**src/rtl/static_bus_timer.sv**
```systemverilog
module static_bus_timer #(
  parameter int NUM_CS = 4,
  parameter int CSW = (NUM_CS > 1) ? $clog2(NUM_CS) : 1
) (
  input  logic              clk,
  input  logic              rst_n,
  input  logic              cfg_we,
  input  logic [CSW-1:0]    cfg_cs,
  input  logic [1:0]        cfg_sel,
  input  logic [31:0]       cfg_data,
  input  logic              req,
  input  logic [CSW-1:0]    req_cs,
  input  logic              req_wr,
  output logic              ready,
  output logic              done,
  output logic [NUM_CS-1:0] cs_n,
  output logic              we_n,
  output logic              rd_n
);

  localparam int CW = 10;

  function automatic logic [CW-1:0] dec_setup(input logic [7:0] f);
    return {2'b00, f[5], 2'b00, f[4:0]};
  endfunction

  function automatic logic [CW-1:0] dec_pulse(input logic [7:0] f);
    return {1'b0, f[6], 2'b00, f[5:0]};
  endfunction

  function automatic logic [CW-1:0] dec_cycle(input logic [8:0] f);
    return {f[8:7], 1'b0, f[6:0]};
  endfunction

  logic [31:0] setup_w [NUM_CS];
  logic [31:0] pulse_w [NUM_CS];
  logic [31:0] cycle_w [NUM_CS];

  always_ff @(posedge clk or negedge rst_n) begin
    if (!rst_n) begin
      for (int i = 0; i < NUM_CS; i++) begin
        setup_w[i] <= '0;
        pulse_w[i] <= '0;
        cycle_w[i] <= '0;
      end
    end else if (cfg_we && int'(cfg_cs) < NUM_CS) begin
      case (cfg_sel)
        2'd0: setup_w[cfg_cs] <= cfg_data;
        2'd1: pulse_w[cfg_cs] <= cfg_data;
        2'd2: cycle_w[cfg_cs] <= cfg_data;
        default: ;
      endcase
    end
  end

  logic [31:0] sel_setup, sel_pulse, sel_cycle;
  assign sel_setup = setup_w[req_cs];
  assign sel_pulse = pulse_w[req_cs];
  assign sel_cycle = cycle_w[req_cs];

  logic [7:0] st_sf, st_pf, cs_sf, cs_pf;
  logic [8:0] cyc_f;
  assign st_sf = req_wr ? sel_setup[7:0]   : sel_setup[23:16];
  assign cs_sf = req_wr ? sel_setup[15:8]  : sel_setup[31:24];
  assign st_pf = req_wr ? sel_pulse[7:0]   : sel_pulse[23:16];
  assign cs_pf = req_wr ? sel_pulse[15:8]  : sel_pulse[31:24];
  assign cyc_f = req_wr ? sel_cycle[8:0]   : sel_cycle[24:16];

  logic [CW-1:0] cyc_len;
  assign cyc_len = dec_cycle(cyc_f);

  logic           busy, wr_q;
  logic [CSW-1:0] cs_q;
  logic [CW-1:0]  cnt, last_q, st_on_q, st_off_q, cs_on_q, cs_off_q;
  logic           accept;

  assign ready  = !busy;
  assign accept = req && ready;
  assign done   = busy && (cnt == last_q);

  always_ff @(posedge clk or negedge rst_n) begin
    if (!rst_n) begin
      busy     <= 1'b0;
      wr_q     <= 1'b0;
      cs_q     <= '0;
      cnt      <= '0;
      last_q   <= '0;
      st_on_q  <= '0;
      st_off_q <= '0;
      cs_on_q  <= '0;
      cs_off_q <= '0;
    end else if (accept) begin
      busy     <= 1'b1;
      wr_q     <= req_wr;
      cs_q     <= req_cs;
      cnt      <= '0;
      last_q   <= (cyc_len == '0) ? '0 : cyc_len - 1'b1;
      st_on_q  <= dec_setup(st_sf);
      st_off_q <= dec_setup(st_sf) + dec_pulse(st_pf);
      cs_on_q  <= dec_setup(cs_sf);
      cs_off_q <= dec_setup(cs_sf) + dec_pulse(cs_pf);
    end else if (busy) begin
      if (cnt == last_q) busy <= 1'b0;
      else               cnt  <= cnt + 1'b1;
    end
  end

  logic st_act, cs_act;
  assign st_act = busy && (cnt >= st_on_q) && (cnt < st_off_q);
  assign cs_act = busy && (cnt >= cs_on_q) && (cnt < cs_off_q);

  assign we_n = !(st_act && wr_q);
  assign rd_n = !(st_act && !wr_q);

  for (genvar g = 0; g < NUM_CS; g++) begin : g_cs
    assign cs_n[g] = !(cs_act && (cs_q == CSW'(g)));
  end

  AST_IDLE_QUIET: assert property (@(posedge clk) disable iff (!rst_n)
    ready |-> (&cs_n && we_n && rd_n)) else $error("idle outputs active");
  AST_DIR_EXCL: assert property (@(posedge clk) disable iff (!rst_n)
    !(!we_n && !rd_n)) else $error("both strobes low");
  AST_CS_ONEHOT: assert property (@(posedge clk) disable iff (!rst_n)
    $onehot0(~cs_n)) else $error("several chip selects low");
  AST_DONE_PULSE: assert property (@(posedge clk) disable iff (!rst_n)
    done |=> (!done && ready)) else $error("done not single");
  AST_HOLD_OFF: assert property (@(posedge clk) disable iff (!rst_n)
    (!ready && !done) |=> !ready) else $error("access cut short");
  AST_SNAP_STABLE: assert property (@(posedge clk) disable iff (!rst_n)
    (!ready && !done) |=> ($stable(st_off_q) && $stable(cs_off_q) && $stable(last_q)))
    else $error("timing changed mid access");

endmodule

```
**config.mk**
```make
export PLATFORM = sky130hd
export DESIGN_NAME = static_bus_timer
export DESIGN_NICKNAME = d
export VERILOG_FILES = /design/src/rtl/static_bus_timer.sv
export SDC_FILE = /design/constraint.sdc
export NUM_CORES = 1
export LEC_CHECK = 0
export BUFFER_PORTS_ARGS = -buffer_cell sky130_fd_sc_hd__clkbuf_2
export CAP_MARGIN = 10
export CORE_MARGIN = 3
export CORE_UTILIZATION = 62
export DETAILED_ROUTE_END_ITERATION = 8
export GPL_TIMING_DRIVEN = 1
export PLACE_DENSITY = 0.91
export SLEW_MARGIN = 20
export SYNTH_ARGS = -nofsm -noshare
export SYNTH_HDL_FRONTEND = slang
export SYNTH_SLANG_ARGS = --single-unit
```
**constraint.sdc**
```tcl
create_clock -name clk -period 2.7 [get_ports clk]
set_input_delay 0.675 -clock clk [delete_from_list [all_inputs] [get_ports clk]]
set_output_delay 0.675 -clock clk [all_outputs]
set_load 0.01 [all_outputs]
```
* Word-level counts from Yosys, hierarchy flattened
Cells that the tools add are included.
** Storage, ports and cells
- Logic and storage cells :: 96
- Output and inout port bits :: 8
- Bits of input ports :: 43
- Flip-flop bits (word level) :: 440
** Operators by class
- $add $sub $neg :: 4
- Mux-type cells :: 26
- Eq/ne operators :: 7
- Order comparisons :: 7
- Reductions and logical operators :: 29
- Bitwise logic cells :: 2
** Operators with widths (count)
- bitwise mux 128 bit :: 3
- binary-select mux 32 bit (select 2 bit) :: 3
- demux 32 bit (select 2 bit) :: 1
- two-way mux 31 bit :: 2
- two-way mux 30 bit :: 2
- two-way mux 25 bit :: 2
- two-way mux 10 bit :: 4
- two-way mux 32 bit :: 1
- adder 8 x 9 -> 10 bit :: 2
- >= comparator 10 x 8 -> 1 bit :: 2
- < comparator 10 bit :: 2
- two-way mux 7 bit :: 2
- logical AND 1 bit :: 13
- two-way mux 6 bit :: 2
- adder 10 x 1 -> 10 bit (second input constant) :: 1
- equality test 10 bit :: 1
- zero test 10 bit :: 1
- subtractor 10 x 1 -> 10 bit (second input constant) :: 1
- two-way mux 9 bit :: 1
- zero test 1 bit :: 8
- AND reduction 2 bit :: 4
- equality test 2 bit (second input constant) :: 3
- >= comparator 3 bit (second input constant) :: 2
- inverter 2 -> 3 bit :: 2
- 6 further kinds :: 10

* Logic depth before layout (Yosys ltp)
Gate-level depths: netlist of the first run.
- Word-level depth :: 7
- Depth in mapped cells :: 15
- Depth with buffers taken out :: 10

* Worst setup path after synthesis of the first run
OpenSTA, ideal clock, no wires.
- Path type :: in2reg
- From :: in req_cs[1]
- To :: reg st_off_q[6]
- Data required time :: 2.566 ns
- Path slack :: -0.958 ns
- Data arrival time :: 3.524 ns
- Stages on the path :: 15
- Setup time :: 0.134 ns
- Cells stage by stage :: buf_6 > buf_4 > buf_2 > buf_2 > clkbuf_1 > mux4_2 > mux2_2 > ha_1 > fa_1 > a21oi_1 > nor2_1 > nor2_1 > inv_1 > a21oi_1 > o31ai_1
** Between the ends
- Word-level cells in the longest chain between the ends :: 6
- Elaborated cells between the ends (all ways) :: 10
** RTL lines
- start: declaration :: RTL line 12 : input logic [CSW-1:0] req_cs,
- inverter 2 -> 3 bit (not written as such) * :: RTL line 57, 58
- binary-select mux 32 bit (select 2 bit), on equally long branches :: RTL line 57, 58
- two-way mux 30 bit (not written as such) or two-way mux 31 bit (tied branches) (2 in a row) :: RTL line 57, 58
- two-way mux 6 bit or two-way mux 7 bit (tied branches) :: RTL line 63, 65
- adder 8 x 9 -> 10 bit * :: RTL line 99 : st_off_q <= dec_setup(st_sf) + dec_pulse(st_pf);
- end signal: assignment :: RTL line 99
- end: declaration :: RTL line 74 : logic [CW-1:0] cnt, last_q, st_on_q, st_off_q, cs_on_q, cs_off_q;
Mark *: on every way between the ends. The rest lies on a longest branch, timed or not. The select of a mux whose other input is x is not followed.
A chain may end at the register's enable or synchronous reset.

* Final worst setup path of the first run
- From :: reg cs_off_q[1]
- To :: out cs_n[2]
** Between the ends
- Word-level cells in the longest chain between the ends :: 4
** RTL lines
- start: declaration :: RTL line 74
- start signal: assignment :: RTL line 101 : cs_off_q <= dec_setup(cs_sf) + dec_pulse(cs_pf);
- < comparator 10 bit :: RTL line 110 : assign cs_act = busy && (cnt >= cs_on_q) && (cnt < cs_off_q);
- logical AND 1 bit :: RTL line 110
- logical AND 1 bit :: RTL line 116 : assign cs_n[g] = !(cs_act && (cs_q == CSW'(g)));
- zero test 1 bit :: RTL line 116
- end: declaration :: RTL line 16 : output logic [NUM_CS-1:0] cs_n,
No other way between the ends.

==> out/qor.txt, run 1 <==
CRITICAL PATH
-------------------------------------------------------------------------------------------------
Nature of the critical path startpoint                                                   register
Crit Path Max Fanout                                                                            2
Crit path arrival time                                                                    2360 ps
Setup Crit Path Kind                                                                      reg2out
R2R cell count                                                                                  9
Cell with the largest stage delay on the worst path                                  sky130_fd_sc_hd__dfrtp_1
Critical Path RT                                                                          2030 ps
Most numerous cell on the critical path                                              sky130_fd_sc_hd__a21o_1
Cell breakdown of the critical path                                                  inv_2 -> ha_4 -> a21o_1 -> a21o_1 -> a21o_4 -> a2111oi_4 -> nand3_1 -> clkbuf_2
CP delay by family, top                                                              compound AO/OA/AOI/OAI gates
Cell depth of the worst setup path                                                              8
Critical path capture point type                                                       output pin
Combined buffer and inverter count along the critical path                                      2
Delay of the slowest cell on the worst path                                                380 ps

SYNTH
-------------------------------------------------------------------------------------------------
EDFF count, synth                                                                               0
Register bit count reported by yosys                                                          332
Syn Inst Count                                                                               1171
Proportion of synthesized chip area in sequential cells                                     51.7%
Area of the mapped netlist                                                            16100 sq um
Mean instance size in the synthesized netlist                                          13.7 sq um
Dominant synthesized flop cell                                                       sky130_fd_sc_hd__dfrtp_1
Yosys synthesis warning count                                                                   0
Async SR Flop Fraction                                                                       100%
Mapped Nets                                                                                  1254
Number of distinct library cell variants in the gate-level netlist after synthesis             57

GRT
-------------------------------------------------------------------------------------------------
Total global routing track utilization                                                      31.5%
Vias in the first global route                                                              11700
Global-route wire length before repair                                                   68300 um
Congestion Overflow GR                                                                          0
Pin count of the biggest net entering global routing                                           80
Initial antenna violation count                                                                 2

CLOCK TREE
-------------------------------------------------------------------------------------------------
Clock sink total                                                                              332
Deepest clock path buffer count                                                                 3
Clock latency reported for the late side of the worst-skew pair                            520 ps
CTS tree                                                                                      yes
Number of H-tree branching levels                                                               2
CTS Root Buffer Type                                                                 sky130_fd_sc_hd__clkbuf_16
TritonCTS buffer count                                                                         35
Clock-pin slew on the worst setup and hold paths                                            60 ps

FLOORPLANNING
-------------------------------------------------------------------------------------------------
Area of the placeable core                                                            25300 sq um
Die area                                                                              27900 sq um
Effective utilization at floorplan                                                          63.4%
I/O pin total                                                                                  51
Standard-cell rows                                                                             58
Die H                                                                                      167 um
Chip Width                                                                                 167 um

ROUTE
-------------------------------------------------------------------------------------------------
Vias per cell                                                                                6.92
Initial DRT Pass Iterations                                                                     7
Number of design rule violations left after detail routing                                      0
Post-detailed-routing wire length                                                        47600 um
Detail Route Antenna Nets                                                                       0
DRT iter0 DRCs                                                                               1345
Avg WL per Cell                                                                           28.6 um
Vias after detailed routing                                                                 11500

LAYOUT
-------------------------------------------------------------------------------------------------
Commonest non-fill, non-tap cells in the layout                                      sky130_fd_sc_hd__dfrtp_1, sky130_fd_sc_hd__mux2_2, sky130_fd_sc_hd__buf_4
Number of nets in the layout                                                                 1388
Most common library cell in the layout ignoring fill and taps                        sky130_fd_sc_hd__dfrtp_1
Synthesis-to-finish area growth                                                             18.7%
Post-route cell area                                                                  19100 sq um
Share of final-layout standard cells stronger than drive strength 1                         48.4%
Fill count                                                                                   1322

PLACED DESIGN
-------------------------------------------------------------------------------------------------
Total cell area at the placement stage                                                17400 sq um
Count of input and output buffers                                                              48
Post-place setup slack                                                                    -620 ps
Detail Placement HPWL                                                                    26500 um
Final RePlAce weighted congestion                                                           0.955

RUN
-------------------------------------------------------------------------------------------------
Max Cap Violations                                                                              0

PWR
-------------------------------------------------------------------------------------------------
Part of the power in the clock network                                                      28.4%
Switching power as a share of total power                                                   32.3%
Pwr Total                                                                                 18.1 mW
Sequential group share of total power                                                       40.0%
Switching power                                                                           5.84 mW
Cell area power density                                                               949 nW/um^2
Leakage                                                                                   8.49 nW
Internal                                                                                  12.3 mW
Comb power frac                                                                             31.6%
VDD IR max                                                                               0.534 mV

STA
-------------------------------------------------------------------------------------------------
Count of endpoints failing hold in the final timing report                                      0
Number of max-slew violations in the final report                                               0
Crit share post-route                                                                        112%
Minimum setup slack in the final design                                                   -332 ps
Max_slew headroom                                                                           47.2%
Setup repair after global routing missed its margin                                           yes
Finish-stage setup viols                                                                        9
Post-layout min period                                                                    3030 ps
Worst clock skew                                                                          12.2 ps
Slew at the pin closest to its max-slew limit                                              780 ps
Max frequency                                                                             330 MHz

STATUS
-------------------------------------------------------------------------------------------------
Failing checks                                                                       negative setup slack
Outcome                                                                              finished with violations

WORST HOLD PATH
-------------------------------------------------------------------------------------------------
Tightest Hold Check Type                                                                 in2async

-- sequential cells by signal, summed over array words and instances, names as in the netlist, 5 cells and up --
signal,count
cycle_w,72
last_q,10
cs_on_q,5
pulse_w,112
cs_off_q,9
setup_w,96
st_on_q,5
st_off_q,9
cnt,10
-- power groups by stage --
| stage | logic (mW) | clock network [mW] | registers [mW] |
|---|---|---|---|
| 2_1_floorplan | 3.25 | 0 | 6.89 |
| 3_3_place_gp | 4.47 | 0 | 6.98 |
| 3_5_place_dp | 4.82 | 0 | 7.12 |
| 4_1_cts | 5.23 | 5.11 | 7.11 |
| 5_1_grt | 6.10 | 5.36 | 7.29 |
| 6_report | 5.72 | 5.13 | 7.24 |
-- per-layer routing --
metal | up-vias | wire length (um) | part of all wire, % | global-route usage [%]
met3 | 219 | 4220 | 8.9 | 6.69
met4 | 0 | 2290 | 4.8 | 12.6
met1 | 5895 | 17500 | 37 | 41.1
met5 | - | 0 | 0 | 0
met2 | 855 | 23600 | 50 | 52.3
li1 | 4539 | - | - | -
-- worst paths after layout --
check	slack [ps]	startpoint	to
worst max-delay path	-330	cs_off_q[1]	cs_n[2]
worst max register to register	-50	cycle_w[33]	last_q[4]
worst min register to register	500	setup_w[29]	setup_w[29]
min in group clk	430	cfg_data[30]	pulse_w[94]
max in group asynchronous	1840	rst_n	pulse_w[52]
worst min-delay path	160	rst_n	setup_w[75]
-- through the flow --
stage | setup TNS [ps] | utilization, % | cells | hold slack, ps
finish | -2200 | 75.3 | 1663 | 155
detailed placement | -8860 | 68.7 | 1573 | 472
global placement | -6670 | 68.7 | 1573 | 459
global route | -2910 | 75.3 | 1663 | 189
floorplan | -3100 | - | 1171 | 379
CTS | -1890 | 74.1 | 1641 | 175
-- cells in the mapped netlist, types with 4 or more instances --
library cell	number	area share, %
sky130_fd_sc_hd__nor2_1	36	0.84
sky130_fd_sc_hd__nand3b_1	6	0.28
sky130_fd_sc_hd__o31ai_1	10	0.47
sky130_fd_sc_hd__xnor2_1	19	1.0
sky130_fd_sc_hd__nor3b_1	5	0.23
sky130_fd_sc_hd__nor2b_1	6	0.23
sky130_fd_sc_hd__nand2_1	71	1.7
sky130_fd_sc_hd__buf_2	14	0.44
sky130_fd_sc_hd__dfrtp_1	332	52
sky130_fd_sc_hd__nand3_1	9	0.28
sky130_fd_sc_hd__a21o_1	11	0.51
sky130_fd_sc_hd__nand4_1	4	0.16
sky130_fd_sc_hd__inv_1	36	0.84
sky130_fd_sc_hd__mux4_2	64	9.0
sky130_fd_sc_hd__buf_1	6	0.14
sky130_fd_sc_hd__o21ai_0	32	1.0
sky130_fd_sc_hd__and3_1	5	0.19
sky130_fd_sc_hd__mux2i_1	18	1.1
sky130_fd_sc_hd__nand2b_1	10	0.39
sky130_fd_sc_hd__or3_1	6	0.23
sky130_fd_sc_hd__xor2_1	4	0.22
sky130_fd_sc_hd__a21oi_1	21	0.65
sky130_fd_sc_hd__ha_1	38	3.0
sky130_fd_sc_hd__nor3_1	10	0.31
sky130_fd_sc_hd__mux2_2	301	21
sky130_fd_sc_hd__clkbuf_1	48	1.1
-- area by class of cell --
class / count / area, sq um / share of cell area [%]
well taps: 330 / 413 / 2.16
clock inverters: 13 / 183 / 0.958
diodes: 2 / 5.00 / 0.0262
flip-flops and latches: 332 / 8310 / 43.6
multi-input cells: 730 / 7610 / 39.9
repair buffers: 170 / 1390 / 7.29
inverters: 36 / 135 / 0.708
clock buffers: 50 / 1030 / 5.41
-- timing repair --
action | 4_1_cts | 5_1_grt
resized for setup | 28 | 25
hold buffers | 0 | 0
pin swaps | 16 | 16
buffers inserted | 5 | 20
hold endpoints to repair | 0 | 0
setup endpoints to repair | 12 | 11
-- logic make-up after synthesis --
group,after synthesis,synth area share [%]
muxes,387,31.7
DFF,332,51.7
and+or+nand+nor,178,5.28
buffers and inverters,109,2.82
AOI/OAI and AO/OA,102,4.05
adders and majority gates,40,3.21
xor gates and xnor gates,23,1.25
Note: power is estimated with default switching activity, not from simulation.
==> run 2: changes to the inputs <==
CORE_UTILIZATION = 56   (was 62)
PLACE_DENSITY = 0.87   (was 0.91)
clock period = 2.6 ns   (was 2.7 ns; I/O delays follow)
==> out/qor.txt, run 2 (synthesis gave the netlist of run 1 again) <==
CLOCK TREE
----------------------------------------------------------------------------------
CTS tree                                                                       yes
Number of H-tree branching levels                                                2
Clock latency reported for the late side of the worst-skew pair             510 ps
Deepest clock path buffer count                                                  3
Clock-pin slew on the worst setup and hold paths                             60 ps
Clock sink total                                                               332
CTS Root Buffer Type                                                  sky130_fd_sc_hd__clkbuf_16
TritonCTS buffer count                                                          35

GRT
----------------------------------------------------------------------------------
Congestion Overflow GR                                                           0
Pin count of the biggest net entering global routing                            78
Global-route wire length before repair                                    64300 um
Initial antenna violation count                                                  1
Total global routing track utilization                                       26.7%
Vias in the first global route                                               11400

STA
----------------------------------------------------------------------------------
Fin Hold WS                                                                 141 ps
Number of max-slew violations in the final report                                0
Count of endpoints failing hold in the final timing report                       0
Max frequency                                                              325 MHz
Slew at the pin closest to its max-slew limit                               721 ps
Setup repair after global routing missed its margin                            yes
Post-layout min period                                                     3080 ps
Crit share post-route                                                         118%
Minimum setup slack in the final design                                    -478 ps
Max_slew headroom                                                            51.9%
Finish-stage setup viols                                                         8
Worst clock skew                                                           11.5 ps

ROUTE
----------------------------------------------------------------------------------
Number of design rule violations left after detail routing                       0
Detail Route Antenna Nets                                                        0
Vias after detailed routing                                                  10800
Avg WL per Cell                                                            24.6 um
DRT iter0 DRCs                                                                 909
Vias per cell                                                                 6.34
Initial DRT Pass Iterations                                                      7
Post-detailed-routing wire length                                         41900 um

PWR
----------------------------------------------------------------------------------
Cell area power density                                                933 nW/um^2
Leakage                                                                    8.43 nW
VDD IR max                                                                0.497 mV
Pwr Total                                                                  17.7 mW

WORST HOLD PATH
----------------------------------------------------------------------------------
Tightest Hold Check Type                                                  in2async

FLOORPLANNING
----------------------------------------------------------------------------------
Die H                                                                       175 um
Chip Width                                                                  175 um
Area of the placeable core                                             28000 sq um
Standard-cell rows                                                              61
Die area                                                               30800 sq um
Effective utilization at floorplan                                           57.3%
I/O pin total                                                                   51

LAYOUT
----------------------------------------------------------------------------------
Synthesis-to-finish area growth                                              18.2%
Top Registers                                                         pulse_w (112), setup_w (96), cycle_w (72)
Post-route cell area                                                   19000 sq um
Finished Layout Cells                                                         1705
Most common library cell in the layout ignoring fill and taps         sky130_fd_sc_hd__dfrtp_1
Fill count                                                                    1817
Number of nets in the layout                                                  1390
Final Util                                                                   67.8%
Share of final-layout standard cells stronger than drive strength 1          47.1%
Commonest non-fill, non-tap cells in the layout                       sky130_fd_sc_hd__dfrtp_1, sky130_fd_sc_hd__mux2_2, sky130_fd_sc_hd__buf_4
Top register by number of flip-flops                                       pulse_w
Largest register FFs                                                           112

CRITICAL PATH
----------------------------------------------------------------------------------
Combined buffer and inverter count along the critical path                       2
Most numerous cell on the critical path                               sky130_fd_sc_hd__a21o_1
Cell breakdown of the critical path                                   ha_1 -> a21o_1 -> a21o_1 -> a21o_4 -> a2111oi_4 -> buf_4 -> nand3_1 -> clkbuf_2
Cell depth of the worst setup path                                               8
Critical path capture point type                                        output pin
Cell with the largest stage delay on the worst path                   sky130_fd_sc_hd__dfrtp_1
Setup Crit Path Kind                                                       reg2out
Nature of the critical path startpoint                                    register
CP delay by family, top                                               compound AO/OA/AOI/OAI gates
Critical Path RT                                                           1950 ps
Crit path arrival time                                                     2430 ps
Crit Path Max Fanout                                                             2
Delay of the slowest cell on the worst path                                 390 ps
R2R cell count                                                                  10

PLACED DESIGN
----------------------------------------------------------------------------------
Count of input and output buffers                                               48
Detail Placement HPWL                                                     25700 um
Final RePlAce weighted congestion                                            0.876
Total cell area at the placement stage                                 17600 sq um
Cell total after placement                                                    1640

STATUS
----------------------------------------------------------------------------------
Outcome                                                               finished with violations
Failing checks                                                        negative setup slack

RUN
----------------------------------------------------------------------------------
Max Cap Violations                                                               0

run 2: changes by cell type in the layout (fill, tap and decap cells not counted), sizes merged:
cell      change
diode         -1
clkbuf        +3
inv           -3
bufbuf        +1
clkinv        -4
bufinv        -3
clkinvlp      +1
run 2: repair_timing:
| action | in CTS | in global routing |
|---|---|---|
| setup endpoints to repair | 13 | 13 |
| cloned | 1 | 0 |
| pin swaps | 6 | 15 |
| hold buffers | 0 | 0 |
| gates resized for setup | 25 | 23 |
| setup buffers | 3 | 8 |
run 2: metrics by stage:
stage / worst slack, ps / setup TNS, ps
5_1_grt: -604 / -3610
3_5_place_dp: -606 / -7860
4_1_cts: -503 / -2720
2_1_floorplan: -511 / -3980
6_report: -478 / -2820
3_3_place_gp: -537 / -6350
run 2: report_power, final:
group	leakage (nW)	switching [mW]	total, mW	internal [mW]
combinational	3.83	2.56	5.55	2.98
sequential	4.09	0.890	7.42	6.52
clock	0.516	1.98	4.75	2.77
run 2: final cells by class:
type                       count  area [sq um]  area share, %
clock buffer                  52          1010           5.32
antenna                        1          2.50         0.0132
sequential                   332          8310           43.8
timing repair buffer         172          1430           7.53
tap                          378           473           2.49
clock inverter                 4          51.3          0.270
inverter                      36           135          0.712
multi-input combinational    730          7580           39.9
run 2: worst reg2reg max path, delay by kind of cell, from the launching register on:
| family | cells | cell delay [ps] |
|---|---|---|
| multiplexers | 2 | 780 |
| adder cells (fa/ha/maj) | 2 | 620 |
| buffers and inverters | 1 | 90 |
| AND/OR/NAND/NOR | 2 | 180 |
| flip-flops | 1 | 400 |
| AO/OA/AOI/OAI | 3 | 420 |
run 2: final timing paths:
path,slack (ps),to,start
min in group clk,430,cycle_w[55],cfg_data[23]
max in group asynchronous,1690,setup_w[76],rst_n
min reg2reg,480,cs_off_q[0],cs_off_q[0]
min,140,last_q[7],rst_n
max reg2reg,-20,cs_off_q[6],setup_w[8]
max,-480,cs_n[3],cnt[1]
run 2: routing by layer:
metal | share of wire (%) | up-vias | track usage (%)
met5 | 0 | - | 0
met1 | 41 | 5678 | 35.9
met3 | 5.8 | 126 | 4.39
met2 | 49 | 476 | 44.6
li1 | - | 4537 | -
met4 | 3.9 | 0 | 9.18
==> run 3: changes to the inputs <==
CORE_ASPECT_RATIO = 1.75   (was not set)
==> out/qor.txt, run 3 (synthesis gave the netlist of run 1 again) <==
LAYOUT
----------------------------------------------------------------------------------
Number of nets in the layout                                                  1379
Largest register FFs                                                           112
Most common library cell in the layout ignoring fill and taps         sky130_fd_sc_hd__dfrtp_1
Finished Layout Cells                                                         1695
Post-route cell area                                                   19000 sq um
Share of final-layout standard cells stronger than drive strength 1          47.7%
Synthesis-to-finish area growth                                              18.3%
Top register by number of flip-flops                                       pulse_w
Commonest non-fill, non-tap cells in the layout                       sky130_fd_sc_hd__dfrtp_1, sky130_fd_sc_hd__mux2_2, sky130_fd_sc_hd__buf_4
Top Registers                                                         pulse_w (112), setup_w (96), cycle_w (72)

PWR
----------------------------------------------------------------------------------
Sequential group share of total power                                        41.2%
Cell area power density                                                946 nW/um^2
Comb power frac                                                              31.8%
VDD IR max                                                                0.933 mV
Switching power as a share of total power                                    31.2%
Part of the power in the clock network                                       27.0%
Internal                                                                   12.4 mW
Pwr Total                                                                  18.0 mW
Switching power                                                            5.61 mW
Leakage                                                                    8.41 nW

STA
----------------------------------------------------------------------------------
Max_slew headroom                                                            57.4%
Setup repair after global routing missed its margin                            yes
Max frequency                                                              305 MHz
Fin Hold WS                                                                43.5 ps
Minimum setup slack in the final design                                    -675 ps
Crit share post-route                                                         126%
Finish-stage setup viols                                                         7
Post-layout min period                                                     3280 ps
Summed negative setup slack over all endpoints                            -3800 ps
Number of max-slew violations in the final report                                0
Worst clock skew                                                           10.7 ps
Count of endpoints failing hold in the final timing report                       0
Slew at the pin closest to its max-slew limit                               639 ps

CLOCK TREE
----------------------------------------------------------------------------------
Deepest clock path buffer count                                                  3
CTS tree                                                                       yes
Number of H-tree branching levels                                                1
Clock-pin slew on the worst setup and hold paths                             70 ps
CTS Root Buffer Type                                                  sky130_fd_sc_hd__clkbuf_16
TritonCTS buffer count                                                          30
Clock latency reported for the late side of the worst-skew pair             580 ps
Cts-stage hold buffer count                                                      0
Clock sink total                                                               332

CRITICAL PATH
----------------------------------------------------------------------------------
Critical Path RT                                                           1950 ps
Critical path capture point type                                        output pin
Nature of the critical path startpoint                                    register
Worst flop-to-flop path startpoint                                      setup_w[0]
Crit Path Max Fanout                                                             2
R2R cell count                                                                   9
Worst-case register-to-register setup slack                                  50 ps
Critical R2R Capture                                                   st_off_q[4]
Setup Crit Path Kind                                                       reg2out
Launching instance or port of the critical path                        cs_off_q[6]
Crit path arrival time                                                     2630 ps

STATUS
----------------------------------------------------------------------------------
Outcome                                                               finished with violations
Failing checks                                                        negative setup slack

ROUTE
----------------------------------------------------------------------------------
Detail Route Antenna Nets                                                        0
Post-detailed-routing wire length                                         42400 um
DRT iter0 DRCs                                                                 799
Avg WL per Cell                                                            25.0 um
Vias after detailed routing                                                  10700
Initial DRT Pass Iterations                                                      5
Number of design rule violations left after detail routing                       0
Vias per cell                                                                 6.29

PLACED DESIGN
----------------------------------------------------------------------------------
Cell total after placement                                                    1629
Detail Placement HPWL                                                     27100 um
Count of input and output buffers                                               48
Total cell area at the placement stage                                 17600 sq um
Final RePlAce weighted congestion                                            0.937

GRT
----------------------------------------------------------------------------------
Global-route wire length before repair                                    65400 um
Congestion Overflow GR                                                           0
Pin count of the biggest net entering global routing                            71
Initial antenna violation count                                                  2
Vias in the first global route                                               11800
Total global routing track utilization                                       27.2%

FLOORPLANNING
----------------------------------------------------------------------------------
Chip Width                                                                  134 um
Area of the placeable core                                             28100 sq um
Standard-cell rows                                                              81
Die area                                                               30800 sq um
Die H                                                                       230 um
Effective utilization at floorplan                                           57.2%
I/O pin total                                                                   51

RUN
----------------------------------------------------------------------------------
Max Cap Violations                                                               0

WORST HOLD PATH
----------------------------------------------------------------------------------
Tightest Hold Check Type                                                  in2async

run 3: cell count changes in the layout (fill, tap and decap cells not counted), moves of 4 or more:
| cell | delta |
|---|---|
| sky130_fd_sc_hd__mux2_2 | +4 |
| sky130_fd_sc_hd__clkinv_2 | +5 |
| sky130_fd_sc_hd__bufinv_16 | +4 |
| sky130_fd_sc_hd__mux2_4 | -4 |
| sky130_fd_sc_hd__clkbuf_1 | -4 |
| sky130_fd_sc_hd__buf_4 | -10 |
run 3: metal layers:
metal | track usage (%) | vias up | routed length (um)
met5 | 0 | - | 0
met4 | 17.4 | 0 | 3030
met3 | 3.37 | 174 | 1870
met2 | 48.9 | 414 | 22700
met1 | 29.9 | 5566 | 14800
li1 | - | 4516 | -
run 3: layout make-up:
cell class,count,area (sq um)
sequential,332,8310
timing repair buffer,166,1400
fill,1781,9070
antenna,2,5.00
clock inverter,14,205
multi-input combinational,730,7620
tap,373,467
clock buffer,42,867
inverter,36,135
run 3: per-stage QoR:
step	util, %	setup WS, ps
floorplan	-	-511
global placement	62.8	-472
detailed placement	62.8	-565
CTS	67.1	-714
global route	67.7	-747
finish	67.7	-675
run 3: power by group through the flow:
stage	clock network (mW)	registers, mW	logic (mW)
finish	4.86	7.41	5.71
global route	5.11	7.53	6.13
CTS	4.87	7.35	5.43
detailed placement	0	7.38	5.05
global placement	0	7.25	4.75
floorplan	0	7.15	3.38
run 3: how the worst max path moves through the flow:
stage                  endpoint  slack [ps]
floorplan           cs_off_q[6]        -510
global placement    cs_off_q[6]        -470
detailed placement  cs_off_q[6]        -560
CTS                     cs_n[0]        -710
global route            cs_n[0]        -750
finish                  cs_n[0]        -680
run 3: worst max-delay path, cell delays in order (launching register included):
cell and delay (ps):
sky130_fd_sc_hd__dfrtp_1 410, sky130_fd_sc_hd__inv_2 120, sky130_fd_sc_hd__ha_4 210, sky130_fd_sc_hd__o21a_1 210
sky130_fd_sc_hd__o21ai_4 220, sky130_fd_sc_hd__nor2_4 70, sky130_fd_sc_hd__a2111oi_4 400, sky130_fd_sc_hd__buf_4 180
sky130_fd_sc_hd__nand3b_1 70, sky130_fd_sc_hd__buf_2 160
run 3: repair_timing:
item | 4_1_cts | 5_1_grt
setup buffers | 4 | 4
resized for setup | 24 | 23
cloned | 0 | 1
pin swaps | 14 | 17
setup endpoints to repair | 9 | 12
